==> config.mk <==
export PLATFORM = sky130hd
export DESIGN_NAME = burst_addr_seq
export DESIGN_NICKNAME = d
export VERILOG_FILES = /design/src/rtl/burst_seq_pkg.sv /design/src/rtl/burst_load_ctl.sv /design/src/rtl/burst_pos_counter.sv /design/src/rtl/burst_addr_map.sv /design/src/rtl/burst_addr_seq.sv
export SDC_FILE = /design/constraint.sdc
export NUM_CORES = 1
export LEC_CHECK = 0
export ABC_AREA = 1
export CORE_ASPECT_RATIO = 1.4
export CORE_MARGIN = 2
export CORE_UTILIZATION = 30
export DETAILED_ROUTE_END_ITERATION = 10
export HOLD_SLACK_MARGIN = 0.08
export PLACE_DENSITY = 0.67
export SLEW_MARGIN = 15
export SYNTH_ARGS = -nofsm -noshare
export SYNTH_HDL_FRONTEND = slang
export SYNTH_HIERARCHICAL = 1
export SYNTH_SLANG_ARGS = --single-unit
export TNS_END_PERCENT = 5
==> constraint.sdc <==
create_clock -name clk -period 1.4 [get_ports clk]
set_input_delay 0.14 -clock clk [delete_from_list [all_inputs] [get_ports clk]]
set_output_delay 0.14 -clock clk [all_outputs]
set_load 0.1 [all_outputs]
==> src/rtl/burst_seq_pkg.sv <==
package burst_seq_pkg;

    localparam int POS_W = 2;

    typedef logic [POS_W-1:0] beat_t;

    typedef enum logic {
        ORD_LINEAR = 1'b0,
        ORD_XOR    = 1'b1
    } burst_order_e;

    typedef enum logic [1:0] {
        ACT_HOLD = 2'd0,
        ACT_STEP = 2'd1,
        ACT_LOAD = 2'd2
    } seq_act_e;

    // Low address bits for a given start value and beat index.
    function automatic beat_t order_beat(beat_t base, beat_t pos, burst_order_e ord);
        beat_t r;
        if (ord == ORD_XOR) r = base ^ pos;
        else                r = beat_t'(base + pos);
        return r;
    endfunction

endpackage

==> src/rtl/burst_load_ctl.sv <==
module burst_load_ctl
    import burst_seq_pkg::*;
(
    input  logic     strobe_cpu,
    input  logic     strobe_ctl,
    input  logic     chip_en,
    input  logic     adv_n,
    output seq_act_e act
);

    logic cpu_ok;

    always_comb begin
        cpu_ok = strobe_cpu & chip_en;
        if (strobe_ctl || cpu_ok) act = ACT_LOAD;
        else if (!adv_n)          act = ACT_STEP;
        else                      act = ACT_HOLD;
    end

endmodule

==> src/rtl/burst_pos_counter.sv <==
module burst_pos_counter
    import burst_seq_pkg::*;
#(
    parameter int ADDR_W = 18,
    localparam int UP_W  = ADDR_W - POS_W
) (
    input  logic              clk,
    input  logic              rst,
    input  seq_act_e          act,
    input  logic [ADDR_W-1:0] addr_in,
    output logic [UP_W-1:0]   upper,
    output beat_t             base,
    output beat_t             pos
);

    always_ff @(posedge clk) begin
        if (rst) begin
            upper <= '0;
            base  <= '0;
            pos   <= '0;
        end else begin
            case (act)
                ACT_LOAD: begin
                    upper <= addr_in[ADDR_W-1:POS_W];
                    base  <= addr_in[POS_W-1:0];
                    pos   <= '0;
                end
                ACT_STEP: pos <= beat_t'(pos + 1'b1);
                default:  ;
            endcase
        end
    end

    AST_LOAD_RESTART: assert property (@(posedge clk) disable iff (rst)
        act == ACT_LOAD |=> pos == '0);
    AST_STEP_INC: assert property (@(posedge clk) disable iff (rst)
        act == ACT_STEP |=> pos == beat_t'($past(pos) + 1'b1));
    AST_HOLD_POS: assert property (@(posedge clk) disable iff (rst)
        act == ACT_HOLD |=> $stable(pos) && $stable(base));
    AST_UPPER_KEEP: assert property (@(posedge clk) disable iff (rst)
        act != ACT_LOAD |=> $stable(upper));
    AST_LOAD_CAPTURE: assert property (@(posedge clk) disable iff (rst)
        act == ACT_LOAD |=> upper == $past(addr_in[ADDR_W-1:POS_W]));

endmodule

==> src/rtl/burst_addr_map.sv <==
module burst_addr_map
    import burst_seq_pkg::*;
#(
    parameter int ADDR_W = 18,
    localparam int UP_W  = ADDR_W - POS_W
) (
    input  logic [UP_W-1:0]   upper,
    input  beat_t             base,
    input  beat_t             pos,
    input  burst_order_e      ord,
    output logic [ADDR_W-1:0] addr_out
);

    beat_t low;

    always_comb begin
        low      = order_beat(base, pos, ord);
        addr_out = {upper, low};
    end

    always_comb begin
        if (pos == '0 && ord == ORD_LINEAR)
            AST_FIRST_BEAT_LIN: assert (low == base);
        if (pos == '0 && ord == ORD_XOR)
            AST_FIRST_BEAT_XOR: assert (low == base);
    end

endmodule

==> src/rtl/burst_addr_seq.sv <==
module burst_addr_seq
    import burst_seq_pkg::*;
#(
    parameter int ADDR_W = 18,
    localparam int UP_W  = ADDR_W - POS_W
) (
    input  logic              clk,
    input  logic              rst,
    input  logic              strobe_cpu,
    input  logic              strobe_ctl,
    input  logic              chip_en,
    input  logic              adv_n,
    input  logic              order_sel,
    input  logic [ADDR_W-1:0] addr_in,
    output logic [ADDR_W-1:0] addr_out,
    output logic [1:0]        burst_pos
);

    seq_act_e        act;
    logic [UP_W-1:0] upper;
    beat_t           base;
    beat_t           pos;
    burst_order_e    ord;

    assign ord       = burst_order_e'(order_sel);
    assign burst_pos = pos;

    burst_load_ctl u_ctl (
        .strobe_cpu (strobe_cpu),
        .strobe_ctl (strobe_ctl),
        .chip_en    (chip_en),
        .adv_n      (adv_n),
        .act        (act)
    );

    burst_pos_counter #(.ADDR_W(ADDR_W)) u_cnt (
        .clk     (clk),
        .rst     (rst),
        .act     (act),
        .addr_in (addr_in),
        .upper   (upper),
        .base    (base),
        .pos     (pos)
    );

    burst_addr_map #(.ADDR_W(ADDR_W)) u_map (
        .upper    (upper),
        .base     (base),
        .pos      (pos),
        .ord      (ord),
        .addr_out (addr_out)
    );

    AST_CPU_GATED: assert property (@(posedge clk) disable iff (rst)
        (strobe_cpu && !chip_en && !strobe_ctl) |=> $stable(addr_out[ADDR_W-1:POS_W]));
    AST_CTL_LOADS: assert property (@(posedge clk) disable iff (rst)
        strobe_ctl |=> burst_pos == 2'd0);
    AST_RESET_CLEAR: assert property (@(posedge clk)
        rst |=> addr_out == '0 && burst_pos == 2'd0);

endmodule

==> flow_results.org, run 1 <==
** Synth
- During synthesis, Yosys emitted a total of 6 warnings.
- The most used flip-flop cell after synthesis is sky130_fd_sc_hd__dfxtp_1.
- Area contributors post-synth :: sky130_fd_sc_hd__dfxtp_1 (40%), sky130_fd_sc_hd__nor2_1 (13%), sky130_fd_sc_hd__buf_4 (12%)
- The share of the Yosys chip area taken by registers is 40.5%.
- The top cell type by area accounts for between 40% and 50% of the synthesized area.
- The mapped netlist covers 990 um^2.
- Nets in the synthesized netlist :: 157
- In this run, distinct cell masters in the synthesized netlist total 18.
- Mean post-synth cell area :: between 7 and 8 um^2
- Synthesis handed over a netlist of ~130 instances.
- Number of flops mapped to enable cells by yosys :: 0
- The biggest area contributor in the post-synthesis netlist is sky130_fd_sc_hd__dfxtp_1.
- Counting flops and latches in the post-synthesis netlist gives 20.
- Most common library cells after synthesis :: sky130_fd_sc_hd__nor2_1 (34), sky130_fd_sc_hd__dfxtp_1 (20), sky130_fd_sc_hd__buf_4 (16)
- Among all cell types in the netlist, the one instantiated most often is sky130_fd_sc_hd__nor2_1.
- Of all flip-flops after synthesis, the portion carrying an async set or reset was 0%.

** Power and ir drop
- For this design the ratio of total power to cell area is 1160 nW/um^2.
- In this run the static leakage power is 0.000694 uW.
- Across the VDD grid, the largest voltage drop is 0.503 mV.
- The design draws about 1900 uW.

** STA
- Based on the critical path, the design can be clocked at up to between 0.6 and 0.7 GHz.
- Across the routed clock network, the largest skew measured is 0.0340 ps.
- Setup violations remaining at the end of the flow were counted as 1.
- Headroom to the max-slew limit came out at between 80% and 90%.
- Setup repair after global routing could not meet its margin everywhere.
- Final worst path period need :: 1430 ps
- The number of slew-limit violations in the final report is 0.
- In the post-route analysis, the smallest setup slack over all paths is -29.4 ps.
- The number of endpoints with negative hold slack in the final report was 0.
- For the pin with the worst max-slew slack, the measured transition is between 200 and 300 ps.
- Setup total negative slack on the finished layout was measured at -29.4 ps.
- Period utilization :: 102%

** CTS
- Post-CTS Hold Buffers :: 0
- Post-CTS clock slew at the launch and capture registers of the worst setup and hold paths :: 70 ps
- The tree is rooted in a sky130_fd_sc_hd__clkbuf_8.
- The clock drives 20 sinks.
- TritonCTS built the clock tree.
- In this run the number of H-tree levels came out at 1.
- In this run, CTS created clock tree buffers numbering 3.
- Clock insertion delay at the later pin of the skew report :: approximately 260 ps
- Number of buffers between clock root and the deepest sink :: 2

** Job
- Across the run, the number of max-cap violations was 0.

** Detailed routing
- Detailed-routing iteration count for the pre-antenna-repair pass :: 4
- Using the TritonRoute via totals, the vias-per-cell ratio works out to about 4.3.
- Remaining antenna violation count :: 0
- Average wire per standard cell :: between 10 and 15 um
- Detailed routing inserted a total of approximately 860 vias.
- In this run, the number of DRC markers left after iteration 0 of detailed routing was 14.
- DRT Wirelength :: around 2200 um
- In the routed design, unresolved DRC markers number 0.

** Layout
- Post-layout util :: a little over half
- Proportion of layout cells with a drive suffix above 1 :: between 20% and 30%
- The net count of the finished layout is 191.
- Final-layout fill cell count :: between 300 and 400
- Compared with the post-synthesis result, the final layout area differs by 65.7%.
- The repair_antennas step left the layout with diodes totalling 0.

** Critical path
- Data on the critical path is required at its endpoint by 1260 ps.
- Timing startpoint of the critical path :: u_cnt/pos[0]
- At the worst endpoint, the arrival time is 1290 ps.
- Of all nets on the critical path, the largest fanout is 2.
- Category of the worst setup path capture point :: output port
- In this run the worst setup path terminates at addr_out[1].
- Crit Reg-Reg Startpoint :: u_cnt/pos[0]
- The endpoint identified for the worst register-to-register timing path is u_cnt/pos[0].
- For the worst flop-to-flop path, the logic depth is 3.
- Nature of the critical path startpoint :: flop
- R2R setup slack :: 550 ps
- CP Class :: reg -> out

** Global routing
- Global-route wire length before repair :: between 3000 and 4000 um
- For met3 alone, demand over resource in global routing was slightly above 2%.
- For this run, the total global-route usage over all layers was measured as 12.7%.
- The number of global-route vias before repair came to 915.
- Pin count of the biggest net entering global routing :: 20
- Initial antenna violation count :: 0
- Peak-usage layer in the global routing report :: met2
- For met1 alone, demand over resource in global routing was 13.9%.
- Total gr overflow :: 0
- Met2 usage in global routing :: 23.2%

** Floorplanning
- Starting density of the core :: a little under a third
- The floorplan step defined a core boundary enclosing 3120 um^2.
- Site row count :: 24
- The die is roughly 72 um tall.
- Number of I/O pins :: 45
- Die Area :: 3780 um^2
- In this run the horizontal extent of the chip is approximately 53 um.

** Outcome
- Violations in the final reports :: negative setup slack
- Result of the run :: finished, violations left

** Hold path
- Class of the tightest hold or removal check :: in -> reg

** Place
- Post-DP HPWL :: roughly 1700 um
- At the end of routability-driven placement, the weighted congestion stood at just under 0.7.
- PortBufs :: 44
-- worst min path at each step --
stage,start,to,cells past startpoint
after detailed placement,u_cnt/upper[11],u_cnt/upper[11],2
final,addr_in[9],u_cnt/upper[7],3
after global placement,u_cnt/upper[11],u_cnt/upper[11],2
after CTS,addr_in[10],u_cnt/upper[8],3
after global routing,addr_in[16],u_cnt/upper[14],3
after floorplan,addr_in[12],u_cnt/upper[10],2
-- cells in the final DEF (no fill, tap or decap) --
cell,netlist,layout
sky130_fd_sc_hd__nor2_1,34,33
sky130_fd_sc_hd__clkdlybuf4s50_1,0,24
sky130_fd_sc_hd__buf_12,1,21
sky130_fd_sc_hd__dfxtp_1,20,17
sky130_fd_sc_hd__o21ai_0,14,11
sky130_fd_sc_hd__nand2_1,10,9
sky130_fd_sc_hd__inv_1,10,8
sky130_fd_sc_hd__o21ai_1,5,8
sky130_fd_sc_hd__nor2_2,6,7
sky130_fd_sc_hd__buf_4,16,4
sky130_fd_sc_hd__clkbuf_8,0,3
sky130_fd_sc_hd__nand3_1,3,3
sky130_fd_sc_hd__inv_2,1,2
sky130_fd_sc_hd__dfxtp_4,0,2
sky130_fd_sc_hd__nand2_2,1,2
sky130_fd_sc_hd__clkbuf_1,0,1
sky130_fd_sc_hd__clkinv_8,0,1
sky130_fd_sc_hd__xor2_1,1,1
sky130_fd_sc_hd__ha_2,0,1
sky130_fd_sc_hd__ha_1,3,1
sky130_fd_sc_hd__dfxtp_2,0,1
sky130_fd_sc_hd__clkinvlp_4,0,1
sky130_fd_sc_hd__ha_4,0,1
-- cell families after synthesis --
logic type                 after synthesis  share of synthesized area (%)
DFF                                     20                           40.5
AOI/OAI and AO/OA                       19                           9.61
buffers and inverters                   32                           22.6
and+or+nand+nor                         54                           22.6
adders and majority gates                3                           3.79
xor gates and xnor gates                 1                          0.885
-- per-stage QoR --
stage,worst slack (ps),std cells,area [um^2],hold slack [ps]
finish,-29.4,201,1640,470
global route,-107,201,1640,485
CTS,-46.0,201,1630,467
global placement,-119,196,1570,524
detailed placement,-192,196,1570,533
floorplan,-133,129,1010,268
-- critical path: stages (launching register included) --
cell and delay [ps]:
sky130_fd_sc_hd__dfxtp_4 360, sky130_fd_sc_hd__ha_4 130, sky130_fd_sc_hd__inv_2 30, sky130_fd_sc_hd__nor2_2 70
sky130_fd_sc_hd__nand3_1 80, sky130_fd_sc_hd__nand2_2 90, sky130_fd_sc_hd__clkinvlp_4 100, sky130_fd_sc_hd__buf_12 170
-- area by class of cell --
| class | instances | area, um^2 | area share [%] |
|---|---|---|---|
| well taps | 39 | 48.8 | 2.97 |
| multi-input cells | 77 | 385 | 23.5 |
| clock buffers | 4 | 45.0 | 2.75 |
| repair buffers | 49 | 691 | 42.1 |
| inverters | 12 | 61.3 | 3.74 |
| flip-flops and latches | 20 | 409 | 24.9 |
-- flip-flops by register name, indices dropped and copies added (netlist names) --
signal       count
u_cnt/upper     16
u_cnt/base       2
u_cnt/pos        2
-- routing by layer --
layer,part of all wire [%],vias to the layer above
met3,7.1,2
li1,-,446
met5,0,-
met2,53,39
met1,39,376
met4,0.86,0
-- what timing repair did --
action | CTS | global route
endpoints found under the setup margin | 1 | 7
resized for setup | 3 | 6
setup buffers | 1 | 0
pin swaps | 0 | 3
gates cloned | 0 | 0
-- power breakdown --
group / internal, uW / leakage [uW] / total (uW) / switching (uW)
sequential: 619 / 0.000168 / 672 / 53.0
combinational: 330 / 0.000504 / 854 / 523
clock: 202 / 0.0000228 / 373 / 171
total: 1150 / 0.000694 / 1900 / 747
No activity file was read; power rests on OpenSTA's default activity.
==> inputs of run 2 (changes only) <==
- PLACE_DENSITY: 0.67 -> 0.7
==> run 2 against run 1 <==
Effect of this change: the run still ends with negative setup slack left; sequential power barely moved; via count fell by 0.58%; largest cell class unchanged; global-route usage fell by 0.58 points; clock power fell by 2%; worst setup slack improved by 14 ps; sequential share of layout area barely moved; count of clock-buffer cells in the layout did not move; non-clock buffer count rose by 1; register-to-register slack barely moved; wire length fell by 2.1%.
==> flow_results.org, run 2 (synthesis gave the netlist of run 1 again) <==
** Floorplanning
- The number of rows in the core area is 24 (unchanged).
- The overall die height was 72.0 um (unchanged).
- Die Area :: 3780 um^2 (unchanged)
- Chip width :: 52.5 um (unchanged)
- Starting density of the core :: 31.7% (unchanged)
- The placeable core area was 3120 um^2 (unchanged).
- The number of primary I/O pins is 45 (unchanged).

** Critical path
- Critical Path AT :: 1280 ps (about the same)
- The delay of the slowest cell on the worst path came to 350 ps (about the same).
- STA classifies the critical path endpoint as an output port.
- Slowest library cell on the worst path :: sky130_fd_sc_hd__dfxtp_2
- The signal on the critical path passes through ha_4, inv_2, nor2_1, nand3_1, nand2_2, clkinvlp_4, buf_12.
- The critical path ends at addr_out[1].
- Broken down by cell family, the worst path's largest delay share belongs to flip-flops.
- Endpoint of the lowest-slack register-to-register path :: u_cnt/pos[1]
- Crit Reg-Reg Startpoint :: u_cnt/pos[0]
- CP Class :: reg -> out
- The minimum setup slack among reg-to-reg paths came to 560 ps (about the same).
- The worst endpoint required time came to 1260 ps (about the same).
- The instance count on the critical path is 7 (unchanged).
- The depth of the most critical reg-to-reg path is 5 (+2).
- Timing startpoint of the critical path :: u_cnt/base[0]
- The worst setup path is launched from a flop.
- Critical-path maximum fanout :: 2 (unchanged)
- The number of buffer and inverter stages on the critical path is 3 (unchanged).

** STA
- Count of final max-slew check failures :: 0 (unchanged)
- The worst-case hold slack is 469 ps (-1.68 ps).
- Worst Skew :: 0.0361 ps (+0.00214 ps)
- The maximum clock frequency is 0.706 GHz (+0.96%).
- Worst slew margin relative to its limit :: 82.5% (-0.52 points)
- Period utilization :: 101% (-0.97 points)
- Unrepaired setup endpoints after global routing :: yes
- Transition time at the pin with the least slew margin :: 262 ps (+10.1 ps)
- Setup violators final :: 1 (unchanged)
- Minimum setup slack in the final design :: -15.8 ps (+13.6 ps)
- Final worst path period need :: 1420 ps (-13.6 ps)
- Final hold violations :: 0 (unchanged)

** Detailed routing
- The total number of vias was 858 (-0.58%).
- Remaining DRCs :: 0 (unchanged)
- Average wire per standard cell :: 10.7 um (-2.6%)
- The count of routing violations after the opening detailed-route iteration came to 19 (+5).
- Remaining antenna violation count :: 0 (unchanged)
- The number of vias per cell after detailed routing is 4.25 (-1.1%).
- The count of TritonRoute iterations in the first routing pass came to 4 (unchanged).
- DRT Wirelength :: 2160 um (-2.1%)

** Global routing
- The wire length of the first global-routing pass was 3520 um (-4.5%).
- The combined global-route utilization of all metal layers came to 12.1% (-0.58 points).
- Pin count of the biggest net entering global routing :: 20 (unchanged)
- Initial antenna violation count :: 0 (unchanged)
- The total overflow reported by the global router came to 0 (unchanged).
- The number of global-route vias before repair is 857 (-6.3%).

** Job
- Number of max-cap violations :: 0 (unchanged)

** Layout
- The area growth from synthesis to layout is 65.5%.
- Most frequent cells in the layout :: sky130_fd_sc_hd__nor2_1 (34), sky130_fd_sc_hd__clkdlybuf4s50_1 (24), sky130_fd_sc_hd__buf_12 (20), sky130_fd_sc_hd__dfxtp_1 (17), sky130_fd_sc_hd__o21ai_0 (13)
- The final-layout fill cell count came to 300 (-2.3%).
- Leaving out fill and tap cells, the most frequent cell in the layout is sky130_fd_sc_hd__nor2_1.
- The final cell area excluding filler cells was 1640 um^2 (-0.15%).
- The antenna cell count is 0 (unchanged).
- Top Registers :: u_cnt/upper x16, u_cnt/base x2, u_cnt/pos x2
- The register with the most flip-flops in the final layout is u_cnt/upper.
- Proportion of layout cells with a drive suffix above 1 :: 28.8% (+0.44 points)
- The footprint of the flip-flops and latches is 409 um^2 (unchanged).
- Multi-input combinational cell area :: 393 um^2 (+1.9%)
- The flip-flop count of the largest register, all copies and words added came to 16 (unchanged).
- The number of nets in the final layout came to 192 (+0.52%).
- The final core utilization came to 52.4% (-0.080 points).

** CTS
- The hold buffer count at CTS was 0 (unchanged).
- The total clock buffers created by CTS came to 3 (unchanged).
- The count of clock tree sinks is 20 (unchanged).
- H-tree depth reported by CTS :: 1 (unchanged)
- CTS root buffer :: sky130_fd_sc_hd__clkbuf_8
- The clock transition at the register clock pins on the worst setup and hold paths after CTS came to 70 ps (about the same).
- The later-pin clock latency in the skew report came to 250 ps (about the same).
- TritonCTS clock tree :: done
- The number of buffers between clock root and the deepest sink is 2 (unchanged).

** Hold path
- Class of the tightest hold or removal check :: in -> reg

** Place
- The final weighted congestion of routability-driven global placement came to 0.733 (+8.0%).
- Instance area at placement :: 1570 um^2 (-0.32%)
- The number of buffers inserted by port buffering was 44 (unchanged).
- Post-DP HPWL :: 1700 um (-2.5%)

** Power and ir drop
- Overall power after layout :: 1890 uW (-0.39%)
- The peak supply drop came to 0.535 mV (+6.4%).
- Power density over the cells :: 1150 nW/um^2 (-0.24%)
- Cell leakage power :: 0.000695 uW (+0.11%)

** Outcome
- The run finished, with violations left.
- Violations in the final reports :: negative setup slack
-- run 2: worst register-to-register path, stage by stage, from the launching register on --
cell	delay, ps
sky130_fd_sc_hd__dfxtp_4	350
sky130_fd_sc_hd__buf_4	150
sky130_fd_sc_hd__nand2_1	80
sky130_fd_sc_hd__nand2_1	60
sky130_fd_sc_hd__nand2_1	50
sky130_fd_sc_hd__nor2_1	40
-- run 2: area by class of cell --
| class | count | area share, % |
|---|---|---|
| well taps | 39 | 2.98 |
| flip-flops and latches | 20 | 25.0 |
| multi-input cells | 77 | 24.0 |
| clock buffers | 4 | 2.75 |
| inverters | 12 | 3.44 |
| repair buffers | 50 | 41.9 |
-- run 2: power by group --
group	internal, uW	switching (uW)	total (uW)
Clock	202	165	366
Sequential	619	51.3	670
Combinational	331	524	854
-- run 2: per-stage QoR --
step                      instances  setup TNS (ps)  setup WS, ps
final                           202           -15.8         -15.8
after global routing            202           -94.9         -94.9
after CTS                       202           -25.8         -25.8
after detailed placement        197           -3410          -203
after global placement          197           -2350          -128
after floorplan                 129            -133          -133
-- run 2: what timing repair did --
action,4_1_cts,5_1_grt
gates resized for setup,3,3
buffers inserted,1,0
pin swaps,0,1
setup endpoints to repair,1,11
-- run 2: worst min path at each step --
stage	from	endpoint	slack, ps	cells after the start
global placement	u_cnt/upper[3]	u_cnt/upper[3]	520	2
finish	addr_in[0]	u_cnt/base[0]	470	3
detailed placement	u_cnt/upper[13]	u_cnt/upper[13]	530	2
CTS	addr_in[0]	u_cnt/base[0]	460	3
floorplan	addr_in[12]	u_cnt/upper[10]	270	2
global route	addr_in[5]	u_cnt/upper[3]	480	3
-- run 2: routing by layer --
| metal | share of wire [%] | vias up | global-route usage, % |
|---|---|---|---|
| met5 | 0 | - | 0 |
| met4 | 0.69 | 0 | 4.27 |
| met3 | 7.3 | 2 | 2.26 |
| met2 | 53 | 32 | 22.4 |
| met1 | 39 | 377 | 13.3 |
| li1 | - | 447 | - |
==> inputs of run 3 (changes only) <==
- SYNTH_HIERARCHICAL: 1 -> unset
==> run 3 against run 2 <==
Effect of this change: combinational power is 15% lower; non-clock buffer count is 3 lower; register-to-register slack better by 30 ps; synthesized cell count is 10% higher; final cell count is 11% higher; the flow still finishes with violations (negative setup slack); clock power is 19% higher; critical path depth stayed put.
==> flow_results.org, run 3 <==
** Critical path
- Category of the worst setup path capture point :: output port
- Bufs and invs on worst path :: 3 (unchanged)
- Critical path cell sequence :: ha_4, inv_2, nor2_1, nand3_1, nand2_2, clkinvlp_4, buf_12
- STA classifies the critical path startpoint as a flop.
- Crit Reg-Reg Startpoint :: u_cnt.pos[0]
- Length in cells of the worst reg-to-reg path :: 3 (-2)
- The most critical setup path has its startpoint at u_cnt.base[0].
- The delay of the slowest cell on the worst path is 350 ps (about the same).
- The arrival time of the worst setup path is 1270 ps (about the same).
- End point of the critical path :: addr_out[1]
- The worst setup path is of the reg -> out kind.
- Number of cells on the critical path :: 7 (unchanged)
- The worst endpoint required time came to 1260 ps (about the same).
- In this run the critical register-to-register path is captured at u_cnt.pos[0].
- The biggest fanout along the worst timing path came to 2 (unchanged).
- On the critical path the largest part of the delay comes from flip-flops.
- The minimum setup slack among reg-to-reg paths was 590 ps (+30 ps).
- Slowest library cell on the worst path :: sky130_fd_sc_hd__dfxtp_2

** Synth
- The average cell area after synthesis was 6.93 um^2 (-9.7%).
- The largest total area in the synthesized netlist belongs to sky130_fd_sc_hd__dfxtp_1.
- The part of the Yosys area used for sequential elements is 40.7% (+0.26 points).
- Top_reg_cell synth :: sky130_fd_sc_hd__dfxtp_1
- The share of flip-flops with an asynchronous set or reset was 0% (unchanged).
- Ranked by total cell area, the synthesized netlist is headed by sky130_fd_sc_hd__dfxtp_1 (41%), sky130_fd_sc_hd__nand3_1 (11%), sky130_fd_sc_hd__nand2_1 (9.9%).
- By count the netlist is led by sky130_fd_sc_hd__nand2_1 (26), sky130_fd_sc_hd__inv_1 (23), sky130_fd_sc_hd__nand3_1 (21).
- Summed instance area of the synthesized netlist :: 983 um^2 (-0.63%)
- The instance count of the mapped netlist came to 142 (+10%).
- The post-synthesis sequential element count came to 20 (unchanged).
- The number of distinct library cells after synthesis was 15 (-3).
- Among all cell types in the netlist, the one instantiated most often is sky130_fd_sc_hd__nand2_1.
- Number of flops mapped to enable cells by yosys :: 0 (unchanged)
- The synthesis warning total was 0 (-6).
- The net count after synthesis was 168 (+7.0%).
- Share of Yosys cell area claimed by the top area cell type :: 40.7% (+0.26 points)

** CTS
- H-tree depth reported by CTS :: 1 (unchanged)
- Clock insertion delay at the later pin of the skew report :: 250 ps (about the same)
- The hold buffer count at CTS is 0 (unchanged).
- The total clock buffers created by CTS was 3 (unchanged).
- Post-CTS clock slew at the launch and capture registers of the worst setup and hold paths :: 70 ps (about the same)
- CTS root buffer :: sky130_fd_sc_hd__clkbuf_8
- Number of buffers between clock root and the deepest sink :: 2 (unchanged)
- TritonCTS clock tree :: done
- The count of clock tree sinks came to 20 (unchanged).

** Job
- Number of max-cap violations :: 0 (unchanged)

** STA
- The maximum clock frequency is 0.709 GHz (+0.41%).
- The setup clock skew after layout was 0.0843 ps (+0.0482 ps).
- Count of final max-slew check failures :: 0 (unchanged)
- The transition time of the tightest slew-check pin came to 369 ps (+107 ps).
- Setup repair after global routing could not meet its margin everywhere.
- The period utilization was 101% (-0.41 points).
- The worst max-slew margin expressed relative to the limit was 75.4% (-7.1 points).
- The sum of negative setup slack is -10.0 ps (+5.72 ps).
- The final-report setup violation count came to 1 (unchanged).
- The number of endpoints with negative hold slack in the final report is 0 (unchanged).
- Final worst path period need :: 1410 ps (-5.72 ps)
- Minimum setup slack in the final design :: -10.0 ps (+5.72 ps)

** Floorplanning
- The overall die width was 52.4 um (-0.29%).
- Y dimension of the die :: 71.7 um (-0.30%)
- The effective utilization at floorplan came to 31.5% (-0.20 points).
- Die Area :: 3760 um^2 (-0.59%)
- Site row count :: 24 (unchanged)
- Number of I/O pins :: 45 (unchanged)
- The placeable core area is 3120 um^2 (unchanged).

** Global routing
- The total overflow reported by the global router came to 0 (unchanged).
- Vias in the first global route :: 857 (unchanged)
- Global Route Usage Sum :: 12.5% (+0.45 points)
- Global-route wire length before repair :: 3650 um (+3.7%)
- The maximum number of pins on one net before global-route repair is 38 (+90%).
- Initial antenna violation count :: 0 (unchanged)

** Layout
- Count of placed standard cells in the final layout, fillers left out :: 225 (+11%)
- The flip-flop count of the largest register, all copies and words added was 16 (unchanged).
- Proportion of layout cells with a drive suffix above 1 :: 22.0% (-6.8 points)
- FF/Latch Area :: 409 um^2 (unchanged)
- The antenna cell count was 0 (unchanged).
- Most frequent cells in the layout :: sky130_fd_sc_hd__nand2_1 (25), sky130_fd_sc_hd__clkdlybuf4s50_1 (24), sky130_fd_sc_hd__inv_1 (21), sky130_fd_sc_hd__nand3_1 (21), sky130_fd_sc_hd__buf_12 (21)
- More flip-flops sit in one register than any other, and that register is u_cnt.upper.
- Number of nets in the finished design :: 213 (+11%)
- In the final layout, the registers with the most flip-flops are u_cnt.upper x16, u_cnt.base x2, u_cnt.pos x2.
- Relative to the synthesized area, the layout overhead comes to 75.6%.
- The area of the multi-input gates was 440 um^2 (+12%).
- Final-layout fill cell count :: 319 (+6.3%)
- Leaving out fill and tap cells, the most frequent cell in the layout is sky130_fd_sc_hd__nand2_1.

** Power and ir drop
- The combinational power share is 40.0% (-5.2 points).
- The sequential cell fraction of total power was 35.9% (+0.5 points).
- Power density over the cells :: 1050 nW/um^2 (-9.1%)
- The clock network fraction of design power is 24.1% (+4.7 points).
- Share of total power consumed by net switching :: 36.9% (-2.2 points)
- The peak supply drop is 0.672 mV (+26%).
- Cell leakage power :: 0.000766 uW (+10%)
- The switching power summed over all nets came to 669 uW (-9.6%).
- Cell internal power dissipation :: 1140 uW (-0.74%)

** Place
- The number of buffers inserted by port buffering is 44 (unchanged).
- The half-perimeter wire length after detailed placement came to 1530 um (-10%).
- The final weighted congestion of routability-driven global placement came to 0.654 (-11%).
- The number of placed cells counting well taps was 220 (+12%).

** Detailed routing
- Remaining antenna violation count :: 0 (unchanged)
- The count of routing violations after the opening detailed-route iteration was 4 (-15).
- Remaining DRCs :: 0 (unchanged)
- Total vias in the final route :: 969 (+13%)
- The count of TritonRoute iterations in the first routing pass came to 4 (unchanged).
- Average wire per standard cell :: 9.22 um (-14%)
- The number of vias per cell after detailed routing was 4.31 (+1.4%).
- DRT Wirelength :: 2070 um (-4.2%)

** Outcome
- The flow ran to the end, but the final reports show violations.
- The checks that failed: negative setup slack.

** Hold path
- The worst hold path belongs to the class in -> reg.
- The worst hold path begins at addr_in[14].
- Depth of the worst hold-timing path :: 3 (unchanged)
-- run 3: changes by cell type in the layout (fill, tap and decap cells not counted), moves of 4 or more --
cell,before,now
sky130_fd_sc_hd__a21oi_1,0,17
sky130_fd_sc_hd__nand2_1,9,25
sky130_fd_sc_hd__inv_1,7,21
sky130_fd_sc_hd__nor2_1,34,19
sky130_fd_sc_hd__o21ai_0,13,0
sky130_fd_sc_hd__buf_4,6,2
sky130_fd_sc_hd__nand3_1,3,21
sky130_fd_sc_hd__nor2_2,6,1
sky130_fd_sc_hd__o21ai_1,6,0
-- run 3: worst register-to-register path, stage by stage (launching register included) --
cell and delay (ps):
sky130_fd_sc_hd__dfxtp_4 350, sky130_fd_sc_hd__buf_4 150, sky130_fd_sc_hd__xor2_1 150, sky130_fd_sc_hd__nor2_1 50
-- run 3: per-layer routing --
| layer | part of all wire [%] | track usage [%] |
|---|---|---|
| met5 | 0 | 0 |
| met4 | 0.96 | 5.13 |
| met3 | 6.0 | 2.92 |
| met2 | 52 | 21.0 |
| met1 | 41 | 15.1 |
-- run 3: worst min-delay path by stage --
stage / end / slack, ps
floorplan: u_cnt.upper[5] / 270
global placement: u_cnt.pos[1] / 510
detailed placement: u_cnt.pos[1] / 510
CTS: u_cnt.upper[15] / 470
global route: u_cnt.upper[3] / 490
finish: u_cnt.upper[12] / 480
-- run 3: cells by family after synthesis --
| kind of cell | count (synthesis) | synth area share (%) |
|---|---|---|
| compound gates | 19 | 10.4 |
| xor+xnor | 1 | 0.891 |
| buf+inv | 32 | 16.0 |
| simple gates | 69 | 30.7 |
| flops | 20 | 40.7 |
| fa+ha+maj | 1 | 1.27 |
-- run 3: through the flow --
stage / cell area, um^2 / worst slack, ps / power [uW] / hold WS (ps) / utilization (%)
3_3_place_gp: 1660 / 114 / 1390 / 507 / 53.2
3_5_place_dp: 1660 / 107 / 1390 / 514 / 53.2
5_1_grt: 1730 / -78.2 / 1910 / 492 / 55.3
4_1_cts: 1730 / -28.5 / 1850 / 466 / 55.3
6_report: 1730 / -10.0 / 1810 / 477 / 55.3
2_1_floorplan: 1010 / -133 / 1110 / 267 / -
-- run 3: power groups by stage --
stage          Clock, uW  Sequential (uW)  Combinational, uW
6_report             436              650                725
2_1_floorplan          0              913                199
3_3_place_gp           0              664                722
5_1_grt              487              655                767
4_1_cts              464              651                732
3_5_place_dp           0              666                725
-- run 3: area by class of cell --
type                    instances  area share, %
well taps                      39           2.83
multi-input cells              90           25.5
repair buffers                 47           39.1
inverters                      25           5.65
clock buffers                   4           3.19
flip-flops and latches         20           23.7
-- run 3: what timing repair did --
item / 4_1_cts / 5_1_grt
gates cloned: 0 / 0
gates resized for setup: 3 / 0
endpoints found under the setup margin: 1 / 1
setup buffers: 1 / 0
